==> src/rtl/rxl_pkg.sv <==
package rxl_pkg;
  localparam int unsigned WORD_W = 32;
  localparam int unsigned HALF_W = 16;
  localparam int unsigned HALVES = 2;

  typedef logic [WORD_W-1:0] word_t;
  typedef logic [HALF_W-1:0] half_t;

  // word bit n lives at index n-1
  function automatic half_t first_half(input word_t w);
    half_t h;
    h[15] = w[12];
    h[14] = w[11];
    h[13] = w[10];
    h[12] = w[9];
    h[11] = w[8];
    h[10] = w[30];
    h[9]  = w[29];
    h[8]  = w[31];
    for (int k = 0; k < 8; k++) h[7-k] = w[k];
    return h;
  endfunction

  function automatic half_t second_half(input word_t w);
    half_t h;
    for (int k = 0; k < HALF_W; k++) h[k] = w[k+13];
    return h;
  endfunction
endpackage

==> src/rtl/rxl_rst_sync.sv <==
module rxl_rst_sync #(
  parameter int unsigned STAGES = 2
) (
  input  logic clk,
  input  logic arst_n,
  output logic rst_n
);
  logic [STAGES-1:0] chain_q;
  logic [STAGES-1:0] chain_d;

  generate
    if (STAGES == 1) begin : g_one
      always_comb chain_d = 1'b1;
    end else begin : g_many
      always_comb chain_d = {chain_q[STAGES-2:0], 1'b1};
    end
  endgenerate

  always_ff @(posedge clk or negedge arst_n) begin
    if (!arst_n) chain_q <= '0;
    else         chain_q <= chain_d;
  end

  assign rst_n = chain_q[STAGES-1];
endmodule

==> src/rtl/rxl_capture.sv <==
module rxl_capture
  import rxl_pkg::*;
#(
  parameter int unsigned LBL_POS = 8,
  parameter int unsigned LBL_W   = 2
) (
  input  logic             clk,
  input  logic             rst_n,
  input  logic             eos,
  input  word_t            word_in,
  input  logic             filt_en,
  input  logic [LBL_W-1:0] match,
  output logic             cap,
  output word_t            word_q
);
  logic  hit;
  word_t word_d;

  always_comb begin
    hit    = !filt_en || (word_in[LBL_POS +: LBL_W] == match);
    cap    = eos && hit;
    word_d = word_q;
    if (cap) word_d = word_in;
  end

  always_ff @(posedge clk or negedge rst_n) begin
    if (!rst_n)   word_q <= '0;
    else if (cap) word_q <= word_d;
  end
endmodule

==> src/rtl/rxl_read_track.sv <==
module rxl_read_track
  import rxl_pkg::*;
(
  input  logic clk,
  input  logic rst_n,
  input  logic cap,
  input  logic en_n,
  input  logic sel,
  output logic rdy_n
);
  logic              valid_q, valid_d;
  logic [HALVES-1:0] seen_q, seen_d;

  always_comb begin
    valid_d = valid_q;
    seen_d  = seen_q;
    if (cap) begin
      valid_d = 1'b1;
      seen_d  = '0;
    end else if (valid_q && !en_n) begin
      seen_d[sel] = 1'b1;
      if (&seen_d) begin
        valid_d = 1'b0;
        seen_d  = '0;
      end
    end
  end

  always_ff @(posedge clk or negedge rst_n) begin
    if (!rst_n) begin
      valid_q <= 1'b0;
      seen_q  <= '0;
    end else begin
      valid_q <= valid_d;
      seen_q  <= seen_d;
    end
  end

  assign rdy_n = !valid_q;
endmodule

==> src/rtl/rxl_bus_mux.sv <==
module rxl_bus_mux
  import rxl_pkg::*;
(
  input  word_t word,
  input  logic  sel,
  input  logic  en_n,
  output logic  oe,
  output half_t dat
);
  always_comb begin
    oe  = !en_n;
    dat = '0;
    if (oe) dat = sel ? second_half(word) : first_half(word);
  end
endmodule

==> src/rtl/rx_word_latch.sv <==
module rx_word_latch
  import rxl_pkg::*;
#(
  parameter int unsigned SYNC_STAGES = 2,
  parameter int unsigned LBL_POS     = 8,
  parameter int unsigned LBL_W       = 2
) (
  input  logic             clk,
  input  logic             arst_n,
  input  logic             eos,
  input  logic [31:0]      rx_word,
  input  logic             filt_en,
  input  logic [LBL_W-1:0] match_cfg,
  input  logic             sel,
  input  logic             en_n,
  output logic             rdy_n,
  output logic             bus_oe,
  output logic [15:0]      bus_dat
);
  logic  rst_n_sync;
  logic  cap;
  word_t word_q;

  rxl_rst_sync #(.STAGES(SYNC_STAGES)) i_sync (
    .clk(clk), .arst_n(arst_n), .rst_n(rst_n_sync)
  );

  rxl_capture #(.LBL_POS(LBL_POS), .LBL_W(LBL_W)) i_cap (
    .clk(clk), .rst_n(rst_n_sync), .eos(eos), .word_in(rx_word),
    .filt_en(filt_en), .match(match_cfg), .cap(cap), .word_q(word_q)
  );

  rxl_read_track i_trk (
    .clk(clk), .rst_n(rst_n_sync), .cap(cap), .en_n(en_n), .sel(sel),
    .rdy_n(rdy_n)
  );

  rxl_bus_mux i_mux (
    .word(word_q), .sel(sel), .en_n(en_n), .oe(bus_oe), .dat(bus_dat)
  );
endmodule

==> config.mk <==
export PLATFORM = sky130hd
export DESIGN_NAME = rx_word_latch
export DESIGN_NICKNAME = d
export VERILOG_FILES = /design/src/rtl/rxl_pkg.sv /design/src/rtl/rxl_rst_sync.sv /design/src/rtl/rxl_capture.sv /design/src/rtl/rxl_read_track.sv /design/src/rtl/rxl_bus_mux.sv /design/src/rtl/rx_word_latch.sv
export SDC_FILE = /design/constraint.sdc
export NUM_CORES = 1
export LEC_CHECK = 0
export ABC_AREA = 1
export CELL_PAD_IN_SITES_DETAIL_PLACEMENT = 0
export CELL_PAD_IN_SITES_GLOBAL_PLACEMENT = 1
export CORE_MARGIN = 2
export CORE_UTILIZATION = 35
export CTS_CLUSTER_DIAMETER = 30
export CTS_CLUSTER_SIZE = 14
export DETAILED_ROUTE_END_ITERATION = 10
export PLACE_DENSITY = 0.94
export REMOVE_ABC_BUFFERS = 1
export SYNTH_ARGS = -nofsm -noshare
export SYNTH_HDL_FRONTEND = slang
export SYNTH_HIERARCHICAL = 1
export SYNTH_SLANG_ARGS = --single-unit
==> constraint.sdc <==
create_clock -name clk -period 2.35 [get_ports clk]
set_input_delay 0.47 -clock clk [delete_from_list [all_inputs] [get_ports clk]]
set_output_delay 0.47 -clock clk [all_outputs]
set_load 0.03 [all_outputs]
Word-level counts from Yosys, hierarchy flattened
Cells that the tools add are included.
- $lt $le $gt $ge: 2
- equality and inequality tests: 1
- muxes and demuxes: 10
- bitwise logic cells: 1
- reductions and logical operators: 11
- operators by type and width (kind ; number):
    two-way mux 16 bit ; 2
    two-way mux 2 bit ; 3
    two-way mux 1 bit ; 4
    AND reduction 2 bit ; 2
    nonzero test 2 bit ; 2
    logical AND 1 bit ; 3
    zero test 1 bit ; 3
    equality test 2 bit ; 1
    < comparator 1 x 2 -> 1 bit (second input constant) ; 1
    OR 2 bit ; 1
    demux 1 bit (select 1 bit) ; 1
    >= comparator 1 bit (second input constant) ; 1
    logical OR 1 bit ; 1
- flip-flop bits (word level): 37
- bits of input ports: 40
- output and inout bits: 18
- word-level logic and storage cells: 29

Logic depth before layout (Yosys ltp)
- word-level depth: 9
- mapped depth: 11
- mapped depth without buffers: 10

Modules after synthesis
The synthesis kept the hierarchy.
- by module, submodules not included (module ; instances ; cells an instance ; area an instance (sq um) ; sequential area each (sq um)):
    rxl_capture ; 1 ; 152 ; 1340.0 ; 800.8
    rxl_bus_mux ; 1 ; 85 ; 347.8 ; 0.0
    rxl_read_track ; 1 ; 22 ; 156.4 ; 75.1
    rxl_rst_sync ; 1 ; 3 ; 53.8 ; 50.0

Worst setup path before layout
No wires, ideal clock.
- path kind: input-to-output
- start: input en_n
- end: output bus_dat[10]
- arrival: 1.251 ns
- data required time: 1.880 ns
- slack: 0.629 ns
- stages: 4
- cell sequence: clkinv_1 buf_4 nand2_1 nor2_1
- cells in the longest elaborated chain, start to end: 1
- RTL lines (item ; line ; text):
    start: declaration ; rx_word_latch.sv:15 ; input logic en_n,
    two-way mux 16 bit ; rxl_bus_mux.sv:13 ; if (oe) dat = sel ? second_half(word) : first_half(word);
    end: declaration ; rx_word_latch.sv:18 ; output logic [15:0] bus_dat
No other way between the ends.

Worst setup path after layout
- start: input en_n
- end: output bus_oe
- cells in the longest elaborated chain, start to end: 1
- RTL lines (item ; line ; text):
    zero test 1 bit ; rxl_bus_mux.sv:11 ; oe = !en_n;
    end: declaration ; rx_word_latch.sv:17 ; output logic bus_oe,
No other way between the ends.

==> impl_metrics.json <==
{
  "dieArea_mm2": 0.00603,
  "pin_count": 58,
  "rsz0062_at_grt": "no",
  "ctsResizeCount": 0,
  "cts_tree": "built",
  "netlist_area_mm2": 0.00190,
  "ant_nets": 0,
  "layout-area-overhead-vs-synth_pct": 34.8,
  "synth_area_leaders": "dfrtp_1 (49%), nand2_1 (21%), nand3_1 (9.2%)",
  "start_util_pct": 36.7,
  "dr.pass1.iters": 4,
  "synth-xor-area-share_pct": 0,
  "antenna_found_initial": 0,
  "clk_latency_ps": 290,
  "ys_ff_latch": 37,
  "yosysMostFrequentCell": "nand2_1",
  "critPathMostFrequentCell": "clkdlybuf4s50_1",
  "numCtsBuffers": 5,
  "finalCriticalPeriod_ps": 2210,
  "synth_top_area_share_pct": 48.8,
  "viasPerCell": 4.42,
  "synthMuxAreaShare_pct": 0,
  "yosys.area.top_type": "dfrtp_1",
  "powerDensity_mw_per_mm2": 651,
  "cts_setup_buffers": 0,
  "arrival_ps": 1740,
  "setup_ws_ps": 145,
  "hold_viol": 0,
  "vdd_ir_drop_max_mv": 0.223,
  "dp_hpwl_mm": 2.81,
  "total_power_uw": 1670,
  "ys_seq_area_share_pct": 48.8,
  "synth-simple-area-share_pct": 38.7,
  "cts_root_buf": "clkbuf_8",
  "hold_buffers": 0,
  "drcViolationCount": 0,
  "htreeDepth": 2,
  "grt_max_degree": 36,
  "n_antenna_cell": 0,
  "synth_cell_types": 16,
  "critPathSlowestCell": "clkdlybuf4s50_1",
  "finalMaxSlewViolations": 0,
  "syn_inst": 262,
  "crit_chain": "clkdlybuf4s50_1 > clkinv_1 > clkdlybuf4s50_1",
  "dp_slack_ps": 139,
  "io_buffers": 57,
  "grt.overflow.total": 0,
  "dpl.cell_count": 380,
  "postSynthAreaPerCell_um2": 7.24,
  "synthAdderAreaFrac_pct": 0,
  "die_w_um": 77.6,
  "fp-row-count": 26,
  "skew_ps": 4.68,
  "core_area_mm2": 0.00517,
  "synth_top_family_by_area": "simple AND/OR/NAND/NOR gates",
  "synth_edf_count": 0,
  "stdcell_count": 388,
  "finalCritPeriodShare_pct": 93.8,
  "grt_pass1_vias": 1570,
  "crit_required_ps": 1880,
  "p_leak_uw": 0.00139,
  "fin_nets": 357,
  "dr_total_vias": 1715,
  "status": "complete, no violations",
  "yosys_warnings": 6,
  "worst-path-buf-inv": 3,
  "wl_per_cell_um": 10.8,
  "worst_pin_slew_ps": 778,
  "synth_compound_area_share_pct": 0.791,
  "clkTransAtPathRegs_ps": 70,
  "synthFlopType": "dfrtp_1",
  "gp_congestion": 0.679,
  "wirelength_mm": 4.20,
  "setup_viol": 0,
  "critical_path.max_stage_delay_ps": 600,
  "synth_common_cells": "nand2_1 (106), dfrtp_1 (37), nand3_1 (35)",
  "critPathMaxFanout": 4,
  "synthArstFlopShare_pct": 100,
  "drt_iter0_markers": 73,
  "grt_first_pass_wirelength_mm": 7.15,
  "drive_gt1_share_pct": 11.3,
  "critPathTopFamily": "buffers and inverters",
  "crit_path_end_kind": "output pin",
  "cap_violations": 0,
  "n_fill_cell": 564,
  "grt_use_total_pct": 15.1,
  "start_kind": "input port",
  "finalSetupTns_ps": 0,
  "hp-class": "input port to asynchronous set/reset pin",
  "clock_path_buffers": 2,
  "fmax_ghz": 0.454,
  "clock_sinks": 37,
  "crit_type": "input port to output pin",
  "chipHeight_um": 77.6,
  "slew_headroom_pct": 48.1,
  "holdWs_ps": 344
}
-- layout by cell type, fill, tap and decap left out --
cell / netlist / final
nand3_1: 35 / 35
buf_4: 2 / 20
conb_1: 1 / 1
nor2_2: 2 / 2
nand2_2: 1 / 1
nand2_1: 106 / 106
o21ai_1: 3 / 3
inv_1: 27 / 27
dfrtp_2: 0 / 1
clkinv_1: 1 / 1
nand2_4: 2 / 2
clkinv_2: 0 / 1
inv_2: 1 / 1
dfrtp_1: 37 / 36
buf_12: 0 / 1
nor2_1: 32 / 32
clkbuf_8: 0 / 7
clkdlybuf4s50_1: 0 / 41
-- cell type report --
class | count | area [um2] | share of cell area [%]
flip-flops and latches | 37 | 927 | 36.2
well taps | 70 | 87.6 | 3.42
repair buffers | 62 | 581 | 22.7
multi-input cells | 182 | 753 | 29.4
clock inverters | 1 | 5.00 | 0.196
clock buffers | 7 | 96.3 | 3.77
inverters | 29 | 109 | 4.25
-- routing by layer --
metal / wire, um / vias up / track usage, %
met5: 0 / - / 0
met4: 54 / 0 / 4.82
met3: 269 / 5 / 4.07
met2: 2020 / 45 / 25.5
met1: 1850 / 770 / 18.7
li1: - / 895 / -
-- worst paths after layout --
path / from / end / slack [ps] / depth (start not counted)
max: en_n / bus_oe / 140 / 3
min: arst_n / i_sync/chain_q[0] / 340 / 1
max reg2reg: i_sync/chain_q[1] / i_cap/word_q[1] / 1500 / 0
min reg2reg: i_sync/chain_q[1] / i_cap/word_q[29] / 350 / 0
max in group asynchronous: i_sync/chain_q[1] / i_cap/word_q[1] / 1500 / 0
min in group clk: i_sync/chain_q[0] / i_sync/chain_q[1] / 350 / 0
-- flip-flops by register name, indices dropped and copies added (netlist names) --
register        flops
i_sync/chain_q      2
i_cap/word_q       32
i_trk/seen_q        2
i_trk/valid_q       1
-- cells by family (layout without fill, tap and decap cells) --
kind of cell,count (synthesis),count (layout)
compound gates,3,3
buf+inv,43,99
flops,37,37
other cells,1,1
simple gates,178,178
-- power breakdown --
part	leakage (uW)	switching (uW)	internal, uW
logic	0.000884	225	178
registers	0.000454	54.1	723
clock network	0.0000542	220	265
-- per-stage QoR --
stage | instance area [um2] | utilization (%)
finish | 2560 | 49.5
global route | 2560 | 49.5
CTS | 2560 | 49.5
detailed placement | 2460 | 47.5
global placement | 2460 | 47.5
floorplan | 1790 | -
No activity file was read; power rests on OpenSTA's default activity.
